**src/rtl/tmr_pkg.sv**
```systemverilog
package tmr_pkg;
   // Offsets inside a channel window (behaviour depends on them via decode)
   localparam logic [4:0] OFS_CFG    = 5'h00;
   localparam logic [4:0] OFS_RELOAD = 5'h04;
   localparam logic [4:0] OFS_COUNT  = 5'h08;
   localparam logic [4:0] OFS_WRAPS  = 5'h0C;
   localparam logic [4:0] OFS_STAT   = 5'h10;
   localparam logic [4:0] OFS_CLR    = 5'h14;
   localparam logic [4:0] OFS_MASK   = 5'h18;
   // Top-level registers
   localparam int unsigned TOP_CTRL = 'h00;
   localparam int unsigned TOP_REV  = 'h10;
   localparam int unsigned WIN_BITS = 5;   // 32-byte window per channel

   typedef struct packed {
      logic       wr;
      logic       rd;
      logic [4:0] ofs;
   } chan_req_t;
endpackage

```
**src/rtl/tmr_down_counter.sv**
```systemverilog
module tmr_down_counter #(
   parameter int CNT_W = 32,
   parameter int OVF_W = 32
) (
   input  logic             clk,
   input  logic             rst_n,
   input  logic             tick,
   input  logic             load,
   input  logic [CNT_W-1:0] reload_val,
   output logic [CNT_W-1:0] count,
   output logic [OVF_W-1:0] wraps,
   output logic             wrap
);
   assign wrap = tick && !load && (count == '0);

   always_ff @(posedge clk) begin
      if (!rst_n) begin
         count <= '0;
         wraps <= '0;
      end else if (load) begin
         count <= reload_val;
      end else if (tick) begin
         if (count == '0) begin
            count <= reload_val;
            wraps <= wraps + 1'b1;
         end else begin
            count <= count - 1'b1;
         end
      end
   end

   // a tick at a non-zero count lowers it by one
   a_r3_decrement: assert property (@(posedge clk) disable iff (!rst_n)
      (tick && !load && count != '0) |=> (count == $past(count) - 1'b1));
   // a tick at zero reloads and bumps the wrap counter
   a_r4_wrap_reload: assert property (@(posedge clk) disable iff (!rst_n)
      wrap |=> (count == $past(reload_val) && wraps == $past(wraps) + 1'b1));
   // without tick or load the count holds
   a_r5_freeze: assert property (@(posedge clk) disable iff (!rst_n)
      (!tick && !load) |=> $stable(count));
endmodule

```
**src/rtl/tmr_channel.sv**
```systemverilog
module tmr_channel
   import tmr_pkg::*;
#(
   parameter int CNT_W  = 32,
   parameter int OVF_W  = 32,
   parameter int DATA_W = 32
) (
   input  logic              clk,
   input  logic              rst_n,
   input  logic              glob_en,
   input  chan_req_t         req,
   input  logic [DATA_W-1:0] wdata,
   output logic [DATA_W-1:0] rdata,
   output logic              irq_out
);
   logic             loc_en_q, mask_q, stat_q;
   logic [CNT_W-1:0] reload_q, snap_q, count;
   logic [OVF_W-1:0] wraps;
   logic             load, tick, wrap, clr_hit, snap_take;

   assign load      = req.wr && req.ofs == OFS_CFG && wdata[0] && !loc_en_q;
   assign tick      = glob_en && loc_en_q;
   assign clr_hit   = req.wr && req.ofs == OFS_CLR && wdata[0];
   assign snap_take = req.rd && req.ofs == OFS_WRAPS;

   tmr_down_counter #(.CNT_W(CNT_W), .OVF_W(OVF_W)) u_cnt (
      .clk        (clk),
      .rst_n      (rst_n),
      .tick       (tick),
      .load       (load),
      .reload_val (reload_q),
      .count      (count),
      .wraps      (wraps),
      .wrap       (wrap)
   );

   always_ff @(posedge clk) begin
      if (!rst_n) begin
         loc_en_q <= 1'b0;
         mask_q   <= 1'b0;
         reload_q <= '0;
      end else if (req.wr) begin
         case (req.ofs)
            OFS_CFG:    loc_en_q <= wdata[0];
            OFS_RELOAD: reload_q <= wdata[CNT_W-1:0];
            OFS_MASK:   mask_q   <= wdata[0];
            default:    ;
         endcase
      end
   end

   // status: an event on the same clock as a clear wins
   always_ff @(posedge clk) begin
      if (!rst_n)       stat_q <= 1'b0;
      else if (wrap)    stat_q <= 1'b1;
      else if (clr_hit) stat_q <= 1'b0;
   end

   always_ff @(posedge clk) begin
      if (!rst_n)         snap_q <= '0;
      else if (snap_take) snap_q <= count;
   end

   always_comb begin
      rdata = '0;
      case (req.ofs)
         OFS_CFG:    rdata[0] = loc_en_q;
         OFS_RELOAD: rdata    = DATA_W'(reload_q);
         OFS_COUNT:  rdata    = DATA_W'(snap_q);
         OFS_WRAPS:  rdata    = DATA_W'(wraps);
         OFS_STAT:   rdata[0] = stat_q;
         OFS_MASK:   rdata[0] = mask_q;
         default:    rdata    = '0;
      endcase
   end

   assign irq_out = stat_q && mask_q;

   // the snapshot only moves on a wrap-count read
   a_r6_snap_hold: assert property (@(posedge clk) disable iff (!rst_n)
      !snap_take |=> $stable(snap_q));
   // every wrap leaves the status bit set
   a_r4_status_set: assert property (@(posedge clk) disable iff (!rst_n)
      wrap |=> stat_q);
   // a clear without a competing wrap empties the status bit
   a_r8_clear: assert property (@(posedge clk) disable iff (!rst_n)
      (clr_hit && !wrap) |=> !stat_q);
   // with the global enable off the wrap counter never moves
   a_r2_no_wrap_when_off: assert property (@(posedge clk) disable iff (!rst_n)
      !glob_en |=> $stable(wraps));
endmodule

```
**src/rtl/multi_gptimer.sv**
```systemverilog
module multi_gptimer
   import tmr_pkg::*;
#(
   parameter int          NUM_CH = 4,
   parameter int          ADDR_W = 8,
   parameter int          DATA_W = 32,
   parameter int          CNT_W  = 32,
   parameter int          OVF_W  = 32,
   parameter logic [31:0] REV_ID = 32'h0001_0200
) (
   input  logic              clk,
   input  logic              rst_n,
   input  logic [ADDR_W-1:0] addr,
   input  logic              wr_en,
   input  logic [DATA_W-1:0] wr_data,
   input  logic              rd_en,
   output logic [DATA_W-1:0] rd_data,
   output logic              irq
);
   localparam int WIN_W = ADDR_W - WIN_BITS;

   generate
      if (CNT_W > DATA_W || OVF_W > DATA_W) begin : g_bad_width
         $error("counter widths must fit the data bus");
      end
      if (NUM_CH < 1 || NUM_CH + 1 > (1 << WIN_W)) begin : g_bad_map
         $error("address bus too narrow for the channel windows");
      end
      if (DATA_W < 32) begin : g_bad_data
         $error("data bus must carry the revision word");
      end
   endgenerate

   logic                          glob_en_q;
   logic [NUM_CH-1:0][DATA_W-1:0] ch_rdata;
   logic [NUM_CH-1:0]             ch_irq;
   logic [WIN_W-1:0]              win;
   logic [4:0]                    ofs;
   logic [DATA_W-1:0]             rd_next;

   assign win = addr[ADDR_W-1:WIN_BITS];
   assign ofs = addr[WIN_BITS-1:0];

   genvar gi;
   generate
      for (gi = 0; gi < NUM_CH; gi++) begin : g_ch
         chan_req_t req;
         logic      hit;
         assign hit     = (win == WIN_W'(gi + 1));
         assign req.wr  = wr_en && hit;
         assign req.rd  = rd_en && hit;
         assign req.ofs = ofs;

         tmr_channel #(.CNT_W(CNT_W), .OVF_W(OVF_W), .DATA_W(DATA_W)) u_ch (
            .clk     (clk),
            .rst_n   (rst_n),
            .glob_en (glob_en_q),
            .req     (req),
            .wdata   (wr_data),
            .rdata   (ch_rdata[gi]),
            .irq_out (ch_irq[gi])
         );
      end
   endgenerate

   always_ff @(posedge clk) begin
      if (!rst_n)
         glob_en_q <= 1'b0;
      else if (wr_en && addr == ADDR_W'(TOP_CTRL))
         glob_en_q <= wr_data[0];
   end

   always_comb begin
      rd_next = '0;
      if (win == '0) begin
         if (addr == ADDR_W'(TOP_CTRL))     rd_next[0] = glob_en_q;
         else if (addr == ADDR_W'(TOP_REV)) rd_next    = DATA_W'(REV_ID);
      end else begin
         for (int i = 0; i < NUM_CH; i++)
            if (win == WIN_W'(i + 1)) rd_next = ch_rdata[i];
      end
   end

   always_ff @(posedge clk) begin
      if (!rst_n)     rd_data <= '0;
      else if (rd_en) rd_data <= rd_next;
   end

   assign irq = |ch_irq;

   // the line is low on the first clock after reset
   a_r1_irq_reset: assert property (@(posedge clk)
      !rst_n |=> !irq);
   // read data only moves in response to a read strobe
   a_r6_rd_hold: assert property (@(posedge clk) disable iff (!rst_n)
      !rd_en |=> $stable(rd_data));
endmodule

```
**config.mk**
```make
export PLATFORM = sky130hd
export DESIGN_NAME = multi_gptimer
export DESIGN_NICKNAME = d
export VERILOG_FILES = /design/src/rtl/tmr_pkg.sv /design/src/rtl/tmr_down_counter.sv /design/src/rtl/tmr_channel.sv /design/src/rtl/multi_gptimer.sv
export SDC_FILE = /design/constraint.sdc
export NUM_CORES = 1
export LEC_CHECK = 0
export BUFFER_PORTS_ARGS = -buffer_cell sky130_fd_sc_hd__buf_2
export CORE_UTILIZATION = 45
export DETAILED_ROUTE_END_ITERATION = 10
export HOLD_SLACK_MARGIN = 0.15
export PLACE_DENSITY = 0.64
export SYNTH_ARGS = -nofsm -noshare
export SYNTH_HDL_FRONTEND = slang
export SYNTH_SLANG_ARGS = --single-unit
```
**constraint.sdc**
```tcl
create_clock -name clk -period 2.8 [get_ports clk]
set_input_delay 0 -clock clk [delete_from_list [all_inputs] [get_ports clk]]
set_output_delay 0 -clock clk [all_outputs]
set_load 0.01 [all_outputs]
```
== Word-level counts from Yosys, hierarchy flattened ==
Cells that the tools add are included.

* Word-level logic and storage cells: 178
* ROM bits: 0
* Input port bits: 44
* Flip-flop bits (word level): 557
* Bits in latches: 0
* RAM bits: 0
* Memories kept: 0
* Output and inout port bits: 33

* Divide/modulo/power cells: 0
* Magnitude comparators: 0
* Shift-type cells: 0
* Bitwise gates (word level): 4
* Multiplexer cells: 36
* Add/sub/neg operators: 8
* Equality and inequality tests: 11
* Reduce and logical (&&, ||, !) cells: 89
* Multipliers: 0

{| class="wikitable"
|+ Operators with widths
! kind !! number
|-
| $mux W32 || 17
|-
| $pmux W31 S3 || 4
|-
| $add A32 B1 Y32 const B || 4
|-
| $logic_not A32 Y1 || 4
|-
| $sub A32 B1 Y32 const B || 4
|-
| $logic_and A1 B1 Y1 || 49
|-
| $mux W31 || 1
|-
| $pmux W1 S6 || 4
|-
| $reduce_and A2 Y1 || 12
|-
| $mux W17 || 1
|-
| $reduce_bool A2 Y1 || 8
|-
| $eq A5 B5 Y1 const B || 3
|-
| $reduce_and A3 Y1 || 4
|-
| $eq A5 B4 Y1 const B || 2
|-
| $mux W1 || 9
|-
| $eq A8 B5 Y1 const B || 1
|-
| $logic_not A1 Y1 || 8
|-
| $logic_not A8 Y1 || 1
|-
| $eq A3 B2 Y1 const B || 2
|-
| $eq A5 B3 Y1 const B || 1
|-
| $logic_not A5 Y1 || 1
|-
| $not A1 Y1 || 4
|-
| $reduce_or A4 Y1 || 1
|-
| $eq A3 B1 Y1 const B || 1
|-
| other kinds (2) || 2
|}

== Depth between registers and ports, before layout ==
* Word-level depth: 9
* Mapped depth: 10
* Depth with buffers taken out: 8

== By module ==
From an unflattened synthesis, not the netlist that was laid out.

* Cell total of the unflattened synthesis: 3708
* Area total of the unflattened synthesis: 31307.5 um2

{| class="wikitable"
|+ Modules (own cells, without submodules)
! module !! sequential area each (um2) !! cells an instance !! times used !! area an instance (um2)
|-
| tmr_channel || 1341.3 || 387 || 4 || 3467.1
|-
| tmr_down_counter (g_ch[1].u_ch.u_cnt ...) || 1281.2 || 480 || 2 || 3871.2
|-
| tmr_down_counter (g_ch[3].u_ch.u_cnt) || 1281.2 || 507 || 1 || 4007.6
|-
| tmr_down_counter (g_ch[0].u_ch.u_cnt) || 1281.2 || 471 || 1 || 3639.7
|-
| multi_gptimer || 660.6 || 222 || 1 || 2049.5
|}

== Least setup slack after synthesis ==
Ideal clock, no wire load.

* Path kind: register to register
* From: register g_ch[1].u_ch.u_cnt.count[12]
* To: register g_ch[1].u_ch.u_cnt.wraps[30]
* Arrival time: 2831 ps
* Setup time: 70 ps
* Required time: 2730 ps
* Buffers on the path: 3
* Cell stages (with the launch flop): 10
* Path slack: -102 ps
* Period minus slack after synthesis: 2902 ps
* Cell sequence: dfxtp_1 -> buf_6 -> or4_4 -> buf_6 -> or4_4 -> buf_6 -> nor4_4 -> nand2_2 -> or4_1 -> a21oi_1

* Cells in the longest elaborated chain, start to end: 2

{| class="wikitable"
|+ Ends and longest elaborated chain
! item !! line !! RTL
|-
| start, declared || tmr_down_counter.sv:10 || <nowiki>output logic [CNT_W-1:0] count,</nowiki>
|-
| start signal, assigned || tmr_down_counter.sv:21 || <nowiki>count <= reload_val;</nowiki>
|-
| start signal, assigned || tmr_down_counter.sv:24 || <nowiki>count <= reload_val;</nowiki>
|-
| start signal, assigned || tmr_down_counter.sv:27 || <nowiki>count <= count - 1'b1;</nowiki>
|-
| $logic_not A32 Y1 || tmr_down_counter.sv:23 || <nowiki>if (count == '0) begin</nowiki>
|-
| $reduce_and A3 Y1 (no source line) || n/a ||
|-
| end signal, assigned || tmr_down_counter.sv:25 || <nowiki>wraps <= wraps + 1'b1;</nowiki>
|-
| end, declared || tmr_down_counter.sv:11 || <nowiki>output logic [OVF_W-1:0] wraps,</nowiki>
|}

Every way passes these cells.
A chain may end at the register's enable or synchronous reset.

== Worst setup path in the final report ==
* From: register g_ch[1].u_ch.u_cnt.count[20]
* To: register g_ch[1].u_ch.u_cnt.wraps[30]

Same word-level chain as after synthesis.

==> flow_summary.json <==
{
  "hold_class": "input pin to flop",
  "p_clk_frac": 0.487,
  "share_seq_of_total_power": 0.458,
  "drt-pass1-iter-count": 9,
  "drv_slew": 0,
  "drv_cap": 0,
  "switchingPower_w": 0.00424,
  "cts_buffer_depth": 3,
  "clk_pin_slew_ns": 0.06,
  "cts_sinks": 557,
  "overflow": 0,
  "max_slew.worst_pin.slew_ns": 1.17,
  "place_inst": 4592,
  "internal-power_w": 0.0131,
  "dpl_worst_slack_ns": 0.0850,
  "antenna_found_initial": 2,
  "wl_per_cell_um": 25.9,
  "syn_area_per_cell_um2": 7.56,
  "final_antenna_net_count": 0,
  "tritoncts": "done",
  "power.leakage_nw": 11.6,
  "p_comb_frac": 0.055,
  "routed_wl_mm": 123,
  "switching_share": 0.244,
  "ios": 77,
  "synthFlopType": "dfxtp_1",
  "vias": 30400,
  "nNetsFinal": 3923,
  "yosysWarnings": 0,
  "fmax_mhz": 368,
  "drcViolationCount": 3,
  "worstSetupPathType": "flop to flop",
  "clkLatencyLatePin_ns": 0.65,
  "worstPathMaxFanout": 7,
  "synth_seq_area_share": 0.398,
  "dieArea_mm2": 0.0633,
  "setup_viol": 0,
  "worst_slack_ns": 0.0807,
  "viasPerCell": 6.40,
  "drive_gt1_frac": 0.136,
  "gp_congestion": 1.04,
  "core_area_mm2": 0.0616,
  "cp-start-kind": "flop",
  "fp-row-count": 91,
  "start_util": 0.455,
  "synth_seq_cells": 557,
  "peakVddDrop_v": 0.000516,
  "grtUsageTotal": 0.380,
  "grt_pass1_vias": 27700,
  "layout_worst_path_cycle_share": 0.971,
  "fin_worst_skew_ns": 0.0220,
  "portBuffers": 76,
  "ys_types": 73,
  "violations": "design-rule violations",
  "synth_edf_count": 0,
  "layout.cells.non_filler": 4759,
  "status": "finished with violations",
  "critPathRequiredTime_ns": 3.37,
  "synth_fp_nets": 3764,
  "synth_area_mm2": 0.0280,
  "relSlewSlack": 0.216,
  "fin_util": 0.539,
  "min_period_ns": 2.72,
  "grt_first_pass_wirelength_mm": 181,
  "hold_violations": 0,
  "final.setup.tns_ns": 0,
  "syn_inst": 3708,
  "drtIter0Drc": 4183,
  "cts_buffers": 61,
  "dpl.hpwl_mm": 89.2,
  "area_growth_syn_to_layout_pct": 18.4,
  "clock-root-buffer": "clkbuf_16",
  "die_w_um": 252,
  "p_per_area_mw_per_mm2": 524,
  "crit_arrival_ns": 3.29,
  "worst_setup_path_end_kind": "flop",
  "die_h_um": 252,
  "ys_async_sr_fraction": 0,
  "grt_max_degree": 74,
  "htreeDepth": 2
}
layout by cell type (no fill, tap or decap), drive strengths merged, types with 18 or more instances in the layout:
cell	Yosys	layout
a22oi	61	61
nor2	255	255
and4	20	20
inv	36	38
buf	22	325
a21oi	500	500
nor3	110	110
or4	33	33
clkinv	2	19
clkbuf	251	87
xnor2	40	40
mux2	59	59
nand3b	43	43
or3	48	48
nand3	143	143
o22ai	22	22
nand4	71	71
and3	35	35
a221oi	27	27
nor2b	18	18
nand2	722	722
xor2	63	63
a211oi	26	26
o21ai	169	169
dfxtp	557	557
a22o	32	32
dlygate4sd3	0	44
a31oi	47	47
nor4	78	78
synthesized netlist by cell type (all sizes together), types with 40 or more instances:
master	n	area, um2
nand2	722	2710
dfxtp	557	11200
a21oi	500	2500
nor2	255	957
clkbuf	251	942
o21ai	169	846
nand3	143	716
nor3	110	551
nor4	78	524
nand4	71	444
xor2	63	552
a22oi	61	458
mux2	59	664
or3	48	300
a31oi	47	294
nand3b	43	323
xnor2	40	350
critical path: stages (launching register included):
cell	delay, ns
dfxtp_2	0.35
or4_4	0.55
or4_4	0.60
nor4_4	0.26
buf_4	0.18
nand2_2	0.07
or4_1	0.50
a21oi_1	0.14
cells by family after synthesis:
group                      share of synthesized area
and+or+nand+nor                                0.274
muxes                                         0.0287
buffers and inverters                         0.0425
DFF                                            0.398
AOI/OAI and AO/OA                              0.219
adders and majority gates                    0.00536
xor gates and xnor gates                      0.0322
sequential cells by signal, indices dropped and copies added (netlist names):
signal / count
g_ch.u_ch.loc_en_q: 4
g_ch.u_ch.mask_q: 4
g_ch.u_ch.reload_q: 128
g_ch.u_ch.snap_q: 128
g_ch.u_ch.stat_q: 4
g_ch.u_ch.u_cnt.count: 128
g_ch.u_ch.u_cnt.wraps: 128
glob_en_q: 1
rd_data: 32
per-stage QoR:
stage	total power (W)	area [um2]	hold slack, ns
5_1_grt	0.0177	33200	0.204
4_1_cts	0.0174	33100	0.169
6_report	0.0174	33200	0.208
3_3_place_gp	0.00899	30600	0.371
3_5_place_dp	0.00898	30600	0.376
2_1_floorplan	0.00853	28000	0.136
area by class of cell:
cell class	instances	area [um2]
Multi-Input combinational cell	2840	15800
Antenna cell	7	17.5
Tap cell	837	1050
Fill cell	5916	28400
Clock inverter	24	253
Clock buffer	87	1820
Sequential cell	557	11200
Timing Repair Buffer	369	2940
Inverter	38	150
power groups by stage:
stage	registers, W	logic [W]	clock network [W]
after detailed placement	0.00813	0.000855	0
after CTS	0.00795	0.000905	0.00850
final	0.00795	0.000960	0.00847
after global routing	0.00795	0.000965	0.00881
after global placement	0.00813	0.000858	0
after floorplan	0.00813	0.000401	0
layer usage:
layer  vias to the layer above  wire (um)  GRT usage
met5                         -          8          0
li1                      13700          -          -
met1                     14400      46900      0.487
met3                       405      13700     0.0775
met4                         2       9160      0.252
met2                      1883      53300      0.578
repair_timing:
item                                   4_1_cts  5_1_grt
endpoints found under the hold margin      186        0
resized for setup                            0        7
hold buffers                                44        0
buffers inserted                             0        5
setup endpoints to repair                    0       11
final timing paths:
kind | from | to | slack (ns) | cells after the start
max reg2reg | g_ch[1].u_ch.u_cnt.count[20] | g_ch[1].u_ch.u_cnt.wraps[30] | 0.08 | 7
min reg2reg | g_ch[0].u_ch.snap_q[3] | g_ch[0].u_ch.snap_q[3] | 0.45 | 2
min | addr[3] | rd_data[13] | 0.21 | 5
max | g_ch[1].u_ch.u_cnt.count[20] | g_ch[1].u_ch.u_cnt.wraps[30] | 0.08 | 7
(Power assumes the default switching activity.)
